## config.mk

```make
export PLATFORM = sky130hd
export DESIGN_NAME = mdec_top
export DESIGN_NICKNAME = d
export VERILOG_FILES = /design/src/rtl/mdec_pkg.sv /design/src/rtl/mdec_window.sv /design/src/rtl/mdec_merge.sv /design/src/rtl/mdec_top.sv
export SDC_FILE = /design/constraint.sdc
export NUM_CORES = 1
export LEC_CHECK = 0
export BUFFER_PORTS_ARGS = -buffer_cell sky130_fd_sc_hd__buf_4
export CAP_MARGIN = 20
export CELL_PAD_IN_SITES_DETAIL_PLACEMENT = 1
export CELL_PAD_IN_SITES_GLOBAL_PLACEMENT = 1
export CORE_MARGIN = 4
export CORE_UTILIZATION = 37
export CTS_CLUSTER_SIZE = 30
export DETAILED_ROUTE_END_ITERATION = 8
export GPL_ROUTABILITY_DRIVEN = 0
export PLACE_DENSITY = 0.88
export SYNTH_ARGS = -nofsm -noshare
export SYNTH_HDL_FRONTEND = slang
export SYNTH_SLANG_ARGS = --single-unit
export TNS_END_PERCENT = 10
```

## constraint.sdc

```tcl
create_clock -name clk_i -period 2.3 [get_ports clk_i]
set_input_delay 0.23 -clock clk_i [delete_from_list [all_inputs] [get_ports clk_i]]
set_output_delay 0.23 -clock clk_i [all_outputs]
set_load 0.01 [all_outputs]
```

## src/rtl/mdec_pkg.sv

```systemverilog
package mdec_pkg;

  // Number of decoded regions; select bit positions follow region_e.
  localparam int unsigned NUM_REGIONS = 4;

  typedef enum logic [1:0] {
    REG_ROM  = 2'd0,
    REG_RAM  = 2'd1,
    REG_IRAM = 2'd2,
    REG_PIO  = 2'd3
  } region_e;

  // True when v is a non-zero power of two.
  function automatic bit is_pow2(input int unsigned v);
    return (v != 0) && ((v & (v - 1)) == 0);
  endfunction

endpackage

```

## src/rtl/mdec_window.sv

```systemverilog
// One address window: range match plus optional modulo fold of the offset.
module mdec_window #(
  parameter int unsigned ADDR_W = 24,
  parameter int unsigned BASE   = 0,
  parameter int unsigned SPAN   = 4096,
  parameter int unsigned PHYS   = 4096
) (
  input  logic [ADDR_W-1:0] addr_i,
  output logic              hit_o,
  output logic [ADDR_W-1:0] off_o
);

  localparam logic [ADDR_W:0]   LO_X   = (ADDR_W+1)'(BASE);
  localparam logic [ADDR_W:0]   HI_X   = (ADDR_W+1)'(BASE + SPAN);
  localparam logic [ADDR_W-1:0] BASE_N = ADDR_W'(BASE);
  localparam bit                FOLD   = (PHYS < SPAN);

  logic [ADDR_W:0]   addr_x;
  logic [ADDR_W-1:0] rel;

  assign addr_x = {1'b0, addr_i};
  assign hit_o  = (addr_x >= LO_X) && (addr_x < HI_X);
  assign rel    = addr_i - BASE_N;

  if (FOLD) begin : g_fold
    localparam logic [ADDR_W-1:0] MASK = ADDR_W'(PHYS - 1);
    assign off_o = rel & MASK;
  end else begin : g_flat
    assign off_o = rel;
  end

endmodule

```

## src/rtl/mdec_merge.sv

```systemverilog
// Gates region hits with the request strobe and merges the offsets.
module mdec_merge #(
  parameter int unsigned ADDR_W = 24,
  parameter int unsigned N      = 4
) (
  input  logic                      valid_i,
  input  logic [N-1:0]              hit_i,
  input  logic [N-1:0][ADDR_W-1:0]  off_i,
  output logic [N-1:0]              sel_o,
  output logic [ADDR_W-1:0]         off_o,
  output logic                      err_o
);

  always_comb begin
    sel_o = valid_i ? hit_i : '0;
    off_o = '0;
    for (int i = 0; i < N; i++) begin
      if (sel_o[i]) begin
        off_o = off_o | off_i[i];
      end
    end
    err_o = valid_i && (hit_i == '0);
  end

endmodule

```

## src/rtl/mdec_top.sv

```systemverilog
module mdec_top
  import mdec_pkg::*;
#(
  parameter int unsigned ADDR_W    = 24,
  parameter int unsigned ROM_BASE  = 32'h000000,
  parameter int unsigned ROM_SPAN  = 32'h100000,
  parameter int unsigned ROM_PHYS  = 32'h040000,
  parameter int unsigned RAM_BASE  = 32'h100000,
  parameter int unsigned RAM_END   = 32'h200000,
  parameter int unsigned IRAM_BASE = 32'hFFE000,
  parameter int unsigned IRAM_SPAN = 32'h001000,
  parameter int unsigned IRAM_PHYS = 32'h000400,
  parameter int unsigned PIO_BASE  = 32'hFFF000,
  parameter int unsigned PIO_SPAN  = 32'h001000,
  parameter int unsigned PIO_PHYS  = 32'h000400
) (
  input  logic                   clk_i,
  input  logic                   rst_ni,
  input  logic                   req_valid_i,
  input  logic [ADDR_W-1:0]      req_addr_i,
  output logic [NUM_REGIONS-1:0] sel_o,
  output logic [ADDR_W-1:0]      off_o,
  output logic                   err_o
);

  localparam int unsigned RAM_SPAN = RAM_END - RAM_BASE;

  // Per-region tables, indexed by region_e.
  localparam int unsigned WIN_BASE [NUM_REGIONS] = '{ROM_BASE, RAM_BASE, IRAM_BASE, PIO_BASE};
  localparam int unsigned WIN_SPAN [NUM_REGIONS] = '{ROM_SPAN, RAM_SPAN, IRAM_SPAN, PIO_SPAN};
  localparam int unsigned WIN_PHYS [NUM_REGIONS] = '{ROM_PHYS, RAM_SPAN, IRAM_PHYS, PIO_PHYS};

  // ---------------- configuration guards ----------------
  if (RAM_END <= RAM_BASE || RAM_END > IRAM_BASE) begin : g_bad_ram_end
    $error("mdec_top: main RAM end must lie above its base and at or below the internal RAM window");
  end
  if (ROM_BASE + ROM_SPAN > RAM_BASE) begin : g_bad_rom_span
    $error("mdec_top: ROM window overlaps main RAM");
  end
  if (IRAM_BASE + IRAM_SPAN > PIO_BASE) begin : g_bad_iram_span
    $error("mdec_top: internal RAM window overlaps peripheral window");
  end
  if (PIO_BASE + PIO_SPAN > (32'd1 << ADDR_W)) begin : g_bad_pio_span
    $error("mdec_top: peripheral window exceeds the address space");
  end
  if (!is_pow2(ROM_PHYS) || ROM_PHYS > ROM_SPAN) begin : g_bad_rom_phys
    $error("mdec_top: ROM physical size must be a power of two within its window");
  end
  if (!is_pow2(IRAM_PHYS) || IRAM_PHYS > IRAM_SPAN) begin : g_bad_iram_phys
    $error("mdec_top: internal RAM physical size must be a power of two within its window");
  end
  if (!is_pow2(PIO_PHYS) || PIO_PHYS > PIO_SPAN) begin : g_bad_pio_phys
    $error("mdec_top: peripheral physical size must be a power of two within its window");
  end

  // ---------------- region windows ----------------
  logic [NUM_REGIONS-1:0]             hit;
  logic [NUM_REGIONS-1:0][ADDR_W-1:0] loc_off;

  for (genvar g = 0; g < NUM_REGIONS; g++) begin : g_win
    mdec_window #(
      .ADDR_W (ADDR_W),
      .BASE   (WIN_BASE[g]),
      .SPAN   (WIN_SPAN[g]),
      .PHYS   (WIN_PHYS[g])
    ) u_win (
      .addr_i (req_addr_i),
      .hit_o  (hit[g]),
      .off_o  (loc_off[g])
    );
  end

  // ---------------- next state ----------------
  logic [NUM_REGIONS-1:0] sel_d;
  logic [ADDR_W-1:0]      off_d;
  logic                   err_d;

  mdec_merge #(
    .ADDR_W (ADDR_W),
    .N      (NUM_REGIONS)
  ) u_merge (
    .valid_i (req_valid_i),
    .hit_i   (hit),
    .off_i   (loc_off),
    .sel_o   (sel_d),
    .off_o   (off_d),
    .err_o   (err_d)
  );

  // Registers load on a request, or once more to return to idle.
  logic [NUM_REGIONS-1:0] sel_q;
  logic [ADDR_W-1:0]      off_q;
  logic                   err_q;
  logic                   busy_q;
  logic                   cap_en;

  assign busy_q = (|sel_q) | err_q;
  assign cap_en = req_valid_i | busy_q;

  // ---------------- registers ----------------
  always_ff @(posedge clk_i or negedge rst_ni) begin
    if (!rst_ni) begin
      sel_q <= '0;
      off_q <= '0;
      err_q <= 1'b0;
    end else if (cap_en) begin
      sel_q <= sel_d;
      off_q <= off_d;
      err_q <= err_d;
    end
  end

  assign sel_o = sel_q;
  assign off_o = off_q;
  assign err_o = err_q;

endmodule

```

==> results of run 1 <==
-- metal layers --
metal / share of wire [%] / GRT usage [%]
met5: 0 / 0
met2: 53 / 31.2
met1: 40 / 20.2
met4: 2.0 / 8.55
met3: 5.2 / 4.62
-- cell usage after synthesis, drive strengths merged, types with 3 or more instances --
master	instances
buf	3
dfrtp	29
ha	3
nor2	3
nand2	5
nor4	3
nor3	4
a22o	21
inv	3
-- cell usage in the layout (no fill, tap or decap), drive strengths merged --
cell and n:
dlygate4sd3 1, or4 2, nor4 3, clkbuf 7
and3 2, or4b 1, nor3 4, dfrtp 29
nor4b 1, inv 3, ha 3, a22oi 2
and2 2, buf 56, xor2 2, and4 1
a22o 21, nand2 5, nor3b 1, nand3 1
o21a 2, a21oi 1, clkinv 1, nand4 2
nor2 3, o21ai 1
-- how the worst max path moves through the flow --
stage	end	slack, ps
floorplan	off_o[10]	690
detailed placement	off_o[21]	670
global placement	off_o[21]	730
CTS	off_o[23]	650
global route	off_o[23]	520
finish	off_o[23]	660
-- logic make-up after synthesis --
family | after synthesis
flops | 29
simple gates | 28
compound gates | 27
buf+inv | 7
fa+ha+maj | 3
xor+xnor | 2
-- power by group --
group          internal (mW)  switching [mW]  leakage (nW)  total [mW]
Sequential             0.523         0.00847         0.399       0.531
Combinational         0.0650          0.0677         0.486       0.133
Clock                  0.177           0.176        0.0413       0.353
-- layout make-up --
cell class | count | area, µm²
clock buffer | 7 | 65.1
clock inverter | 1 | 5.00
fill | 345 | 1360
inverter | 3 | 11.3
multi-input combinational | 60 | 452
sequential | 29 | 726
tap | 44 | 55.1
timing repair buffer | 57 | 430
-- repair_timing --
item | 4_1_cts | 5_1_grt
gates resized for setup | 0 | 0
hold buffers | 1 | 0
hold endpoints to repair | 29 | 0
setup buffers | 0 | 0
-- metrics by stage --
stage | hold WS, ps | util [%]
after floorplan | -65.6 | -
after global placement | 166 | 53.6
after detailed placement | 169 | 53.6
after CTS | 64.4 | 56.2
after global routing | 45.9 | 56.2
final | 74.5 | 56.2
-- state kept, by name, indices dropped and copies added (netlist names) --
signal,cells
sel_o,4
err_o,1
off_o,24
==> run metrics, run 1 <==
status complete, no violations; average size of a mapped cell between 10 and 15 µm²; Most used DFF post-synth dfrtp_1; antenna violations before repair 0; worst hold stages 2; drt wl/cell roughly 17 µm; endpoints failing setup 0; TritonRoute pass-1 iters 4; Yosys top cell area share about three fifths; final cell count without fillers about 200; GR Overflow Total 0; Synth Area in Simple Gates between 10% and 20%; via count about 1.1k; Adder-Cell Fraction of Synth Area 3.10%; die footprint 4250 µm²; xor/xnor share of the synthesized area around 1.4%; CTS Buf Count 5; CTS tree built; total routed wirelength ~3500 µm; Max Freq a little over 600 MHz; Hold EP sel_o[2]; clk_lat worst skew 330 ps; Synth Warn # 0; Worst Path Required ~2600 ps; post-synthesis cell type count 28; DRC viols 0; final setup skew between 8 and 9 ps; Final Hold Vio Count 0; Final WS setup between 600 and 700 ps; Overall Global Routing Usage 17.9%; R2R depth 5; Worst Path Arrival 1920 ps; row cnt 20; dpl hpwl around 2700 µm; Via density between 5 and 6; Slew @ Worst Pin around 450 ps; die span in x roughly 65 µm; vias in the first global route 1,148; Cell Chain, Critical Path or4_1 > nor3_2 > buf_4 > a22oi_1 > nand2_1; Reg clk slew, reported paths 90 ps; DRT iter0 DRCs 51; Antenna diodes 0; Area contributors post-synth dfrtp_1 (60%), a22o_1 (15%), ha_1 (3.1%); relative slew slack a little over two thirds; RSZ-0062 raised after global routing false; io pins 56; Largest stage delay, worst path between 500 and 600 ps; Syn Std Cell Area ~1200 µm²; peak supply drop ~0.33 mV; CP Max Fanout 24; r2r endpoint off_o[23]; Post-synth EDFFs 0; clk root buf clkbuf_4; crit path max-delay cell type or4_1; r2r setup slk about 660 ps; CP top delay family simple AND/OR/NAND/NOR gates; largest family of logic cells by synthesized area compound AO/OA/AOI/OAI gates; first-pass GRT wire length around 5600 µm; Synth Register Bits 29; layout cells sized above 1 roughly 42%; area grow syn2layout 44.2%; Async SR Flop Fraction 100%; part of the cycle the worst path needs a little under three quarters; worst slack, placed ~670 ps; CP startpoint sel_o[0]; RR Startpoint sel_o[0]; area of the core approximately 3100 µm²; Critical Path Start Type flop; Synth area leader dfrtp_1; Post-Syn Instances 96; Max Cap Viol 0; Clock Sinks 29; Synth Area in Compound Gates between 15 and 20%; stages on the worst setup path 5; Initial Util just under 40%; Area after DPL roughly 1700 µm²; Final ANT Viol Nets 0; H-tree depth 2; multiplexer area fraction after synthesis 0%; total power approximately 1.0 mW; hold_sp req_addr_i[12]; number of buffers added on ports 55; nets between 150 and 200; pin count of the biggest net entering global routing 30; Leak Pwr a little over 0.9 nW; fin area approximately 1700 µm²; Hold Path Class in2reg; total negative setup slack 0 ps; Max Buffers Root-to-Sink 2; Placed Cells about 190; CP Capture Type flop; Max Slew Vio Count 0; Crit path buffers/inverters 1; synthesized net count 126; Power per Cell Area between 500 and 600 nW/µm²; sequential share of the synthesized area between 50% and 60%; Crit Path Class reg2reg; Die Span Y roughly 65 µm; Final Critical Period 1640 ps
Power figures use the tool's default switching activity.
==> inputs of run 2 (changes only) <==
--- a/config.mk
+++ b/config.mk
@@ -10,11 +10,11 @@
 export CELL_PAD_IN_SITES_DETAIL_PLACEMENT = 1
 export CELL_PAD_IN_SITES_GLOBAL_PLACEMENT = 1
 export CORE_MARGIN = 4
-export CORE_UTILIZATION = 37
+export CORE_UTILIZATION = 31
 export CTS_CLUSTER_SIZE = 30
 export DETAILED_ROUTE_END_ITERATION = 8
 export GPL_ROUTABILITY_DRIVEN = 0
-export PLACE_DENSITY = 0.88
+export PLACE_DENSITY = 0.79
 export SYNTH_ARGS = -nofsm -noshare
 export SYNTH_HDL_FRONTEND = slang
 export SYNTH_SLANG_ARGS = --single-unit
==> constraint.sdc (replaced) <==
create_clock -name clk_i -period 1.5 [get_ports clk_i]
set_input_delay 0.15 -clock clk_i [delete_from_list [all_inputs] [get_ports clk_i]]
set_output_delay 0.15 -clock clk_i [all_outputs]
set_load 0.01 [all_outputs]
==> run 2 against run 1 <==
Compared with the run above:
- the flow now finishes with violations (negative setup slack)
- clock power grew 80%
- combinational power increased by 71%
- worst setup slack worse by 670 ps
- highest routed layer unchanged
==> run metrics, run 2 (synthesis gave the netlist of run 1 again) <==
total routed wirelength 3780 µm; area of the core 3720 µm²; Final Critical Period approximately 1500 ps; dpl hpwl 2780 µm; layout cells sized above 1 between 40% and 50%; io pins 56; GR Overflow Total 0; total power 1.68 mW; Largest register FFs 24; Final Hold Vio Count 0; crit path max-delay cell type or4_4; FILL cells between 400 and 500; final setup skew 6.17 ps; pin count of the biggest net entering global routing 30; Slew @ Worst Pin approximately 510 ps; commonest cells after routing, fill and taps aside buf_4 (61), dfrtp_1 (29), a22o_1 (21), clkbuf_8 (6), nand2_1 (5); Worst Path Required around 1700 ps; clk root buf clkbuf_8; total negative setup slack -14.3 ps; CTS tree built; Reg clk slew, reported paths approximately 60 ps; drt wl/cell 18.0 µm; Antenna diodes 0; fin area between 1500 and 2000 µm²; status finished, violations left; CP top delay family simple AND/OR/NAND/NOR gates; clk_lat worst skew about 280 ps; die footprint between 4000 and 5000 µm²; worst hold slack around 55 ps; Final Util around half; Post-CTS Setup Bufs 0; Via density approximately 5.2; peak supply drop between 0.4 and 0.5 mV; top layer used by detailed routing met4; via count 1,088; Overall Global Routing Usage ~17%; CTS Buf Count 5; DRC viols 0; CP Max Fanout 24; Final ANT Viol Nets 0; Initial Util around 33%; Hold Path Class in2reg; area of the multi-input gates around 470 µm²; worst slack, placed -52.3 ps; failing checks negative setup slack; Die Span Y slightly above 70 µm; Critical Path Start Type flop; Power per Cell Area between 900 and 1000 nW/µm²; area grow syn2layout 51.9%; Largest stage delay, worst path roughly 540 ps; DRT iter0 DRCs 36; relative slew slack between 60% and 70%; Crit path buffers/inverters 1; Placed Cells 202; Final WS setup -9.62 ps; vias in the first global route 1,248; met3 WL post-DR between 150 and 200 µm; Max Slew Vio Count 0; number of buffers added on ports 55; Clock Sinks 29; part of the cycle the worst path needs 101%; die span in x between 70 and 80 µm; most common cell after layout, fill and taps aside buf_4; WL met2 between 1500 and 2000 µm; RSZ-0062 raised after global routing true; row cnt 22; Crit Path Class reg2reg; met1 wire length 1520 µm; endpoints failing setup 3; Max Buffers Root-to-Sink 2; Max Cap Viol 0; nets roughly 190; Area after DPL 1740 µm²; Worst Path Arrival 1730 ps; Cell Chain, Critical Path or4_4 > nor3_4 > buf_12 > a22oi_2 > nand2_1; final cell count without fillers 210; Max Freq approximately 660 MHz; Leak Pwr around 0.96 nW; Storage cell area 726 µm²; antenna violations before repair 0; TritonRoute pass-1 iters 4; first-pass GRT wire length ~6400 µm; CP Capture Type flop; H-tree depth 2
-- run 2: power by group --
part           total, mW  internal [mW]  switching, mW
Combinational      0.227          0.115          0.112
Sequential         0.817          0.804         0.0131
Clock              0.636          0.363          0.273
Total               1.68           1.28          0.398
-- run 2: cell type report --
cell class	count	area share, %
Clock buffer	7	4.70
Inverter	3	0.613
Multi-Input combinational cell	60	25.4
Sequential cell	29	39.5
Tap cell	48	3.27
Timing Repair Buffer	63	26.5
-- run 2: timing repair --
| item | in CTS | in global routing |
|---|---|---|
| hold buffers | 1 | 0 |
| gates resized for setup | 1 | 0 |
| hold endpoints to repair | 29 | 0 |
| pin swaps | 2 | 14 |
| endpoints found under the setup margin | 6 | 24 |
-- run 2: per-layer routing --
layer	GRT usage (%)	up-vias
li1	-	496
met1	19.2	554
met2	28.5	34
met3	5.04	4
met4	7.66	0
met5	0	-
-- run 2: worst paths after layout --
check                               start         to  depth (start not counted)  slack [ps]
max reg2reg                      sel_o[0]  off_o[23]                          5         -10
min in group asynchronous          rst_ni  off_o[16]                          2         360
max                              sel_o[0]  off_o[23]                          5         -10
min reg2reg                     off_o[17]  off_o[17]                          1         510
max in group asynchronous          rst_ni   sel_o[2]                          2         850
min                        req_addr_i[12]   sel_o[2]                          2          60
==> inputs of run 3 (changes only) <==
--- a/config.mk
+++ b/config.mk
@@ -15,6 +15,7 @@
 export DETAILED_ROUTE_END_ITERATION = 8
 export GPL_ROUTABILITY_DRIVEN = 0
 export PLACE_DENSITY = 0.79
+export SETUP_SLACK_MARGIN = 0.5
 export SYNTH_ARGS = -nofsm -noshare
 export SYNTH_HDL_FRONTEND = slang
 export SYNTH_SLANG_ARGS = --single-unit
==> run 3 against run 2 <==
Compared with the run above:
- the run still ends with negative setup slack left
- register-to-register slack barely moved
- critical path depth unchanged
- wire length is 0.79% higher
- global-route usage rose by 0.39 points
- cell count did not move
- total power rose by 0.40%
- fmax shrank 0.27%
- critical path type unchanged
==> run metrics, run 3 (synthesis gave the netlist of run 1 again) <==
GR Overflow Total 0; Critical Path Start Type flop; Largest register FFs 24; failing checks negative setup slack; CP Max Fanout 24; Power per Cell Area ~900 nW/µm²; RSZ-0062 raised after global routing true; pin count of the biggest net entering global routing 30; Max Freq about 660 MHz; most common cell after layout, fill and taps aside buf_4; H-tree depth 2; total power roughly 1.7 mW; Post-CTS Setup Bufs 0; Final ANT Viol Nets 0; CP startpoint sel_o[0]; dpl hpwl 2780 µm; first-pass GRT wire length 6530 µm; R2R depth 5; r2r setup slk -10 ps; vias in the first global route ~1.3k; Final WS setup -13.7 ps; io pins 56; clk_lat worst skew 280 ps; clock network power share approximately 38%; drt wl/cell around 18 µm; RR Startpoint sel_o[0]; commonest cells after routing, fill and taps aside buf_4 (55), dfrtp_1 (29), a22o_1 (21), clkbuf_8 (6), buf_6 (6); final setup skew approximately 6.8 ps; Area after DPL about 1700 µm²; Max Slew Vio Count 0; antenna violations before repair 0; die span in x ~70 µm; via count between 1k and 1.5k; Final Critical Period between 1500 and 2000 ps; Hold Path Class in2reg; relative slew slack roughly two thirds; nets around 190; Initial Util 32.6%; Die Span Y ~70 µm; number of buffers added on ports 55; Reg clk slew, reported paths ~60 ps; total negative setup slack -15.5 ps; area of the core 3720 µm²; die footprint just under 5000 µm²; P_sw about 0.40 mW; Max Buffers Root-to-Sink 2; worst hold slack about 58 ps; final cell count without fillers 210; Clock Sinks 29; Worst Path Arrival ~1700 ps; Pint about 1.3 mW; worst slack, placed -52.3 ps; total routed wirelength between 3000 and 4000 µm; CTS tree built; peak supply drop 0.494 mV; part of the cycle the worst path needs 101%; Placed Cells just over 200; TritonRoute pass-1 iters 4; Final Util between 50% and 60%; worst setup path end off_o[20]; Via density 5.17; endpoints failing setup 2; status finished, violations left; Leak Pwr ~0.98 nW; sequential share of power around half; CTS Buf Count 5; Slew @ Worst Pin just over 500 ps; fin area around 1900 µm²; CP Capture Type flop; row cnt 22; Sw Ratio 23.7%; Overall Global Routing Usage 17.2%; r2r endpoint off_o[20]; clk root buf clkbuf_8; layout cells sized above 1 roughly 46%; Logic pwr share between 10% and 20%; Antenna diodes 0; DRC viols 0; Max Cap Viol 0; Crit Path Class reg2reg; Worst Path Required between 1500 and 2000 ps; area grow syn2layout 55.1%; DRT iter0 DRCs 29; Final Hold Vio Count 0
-- run 3: changes by cell type in the layout (fill, tap and decap cells not counted) --
cell,before,now
a21oi_1,1,0
a21oi_2,0,1
buf_4,61,55
buf_6,0,6
nor4_2,1,0
nor4_4,0,1
or4b_1,1,0
or4b_4,0,1
-- run 3: worst min-delay path by stage --
stage	to	slack, ps	start	depth (start not counted)
5_1_grt	sel_o[2]	60	req_addr_i[12]	2
3_5_place_dp	off_o[18]	100	rst_ni	1
2_1_floorplan	err_o	-150	rst_ni	0
4_1_cts	sel_o[2]	50	req_addr_i[12]	2
6_report	sel_o[2]	60	req_addr_i[12]	2
3_3_place_gp	off_o[18]	90	rst_ni	1
-- run 3: per-layer routing --
layer  up-vias  track usage, %  routed length (µm)
li1        496               -                   -
met1       549            19.6                1500
met2        36            29.5                2050
met3         4            4.89                 201
met4         0            7.66                  64
met5         -               0                   0
-- run 3: power by group through the flow --
stage / clock (mW) / sequential, mW / combinational, mW
finish: 0.635 / 0.817 / 0.234
global route: 0.698 / 0.820 / 0.257
CTS: 0.653 / 0.817 / 0.235
detailed placement: 0 / 0.830 / 0.223
global placement: 0 / 0.829 / 0.216
floorplan: 0 / 0.839 / 0.0630
-- run 3: cell type report --
class	count	area, µm²
clock buffers	7	86.3
multi-input cells	60	483
well taps	48	60.1
flip-flops and latches	29	726
inverters	3	11.3
fillers	411	1840
repair buffers	63	510
-- run 3: timing repair --
item                       CTS  global route
pin swaps                   11            12
setup endpoints to repair   26            30
hold endpoints to repair    29             0
resized for setup            7             3
hold buffers                 1             0
-- run 3: worst max-delay path, stage by stage (launching register included) --
cell     delay (ps)
dfrtp_1         370
or4_4           540
nor3_4          160
buf_12          190
a22oi_1         100
nand2_1          80
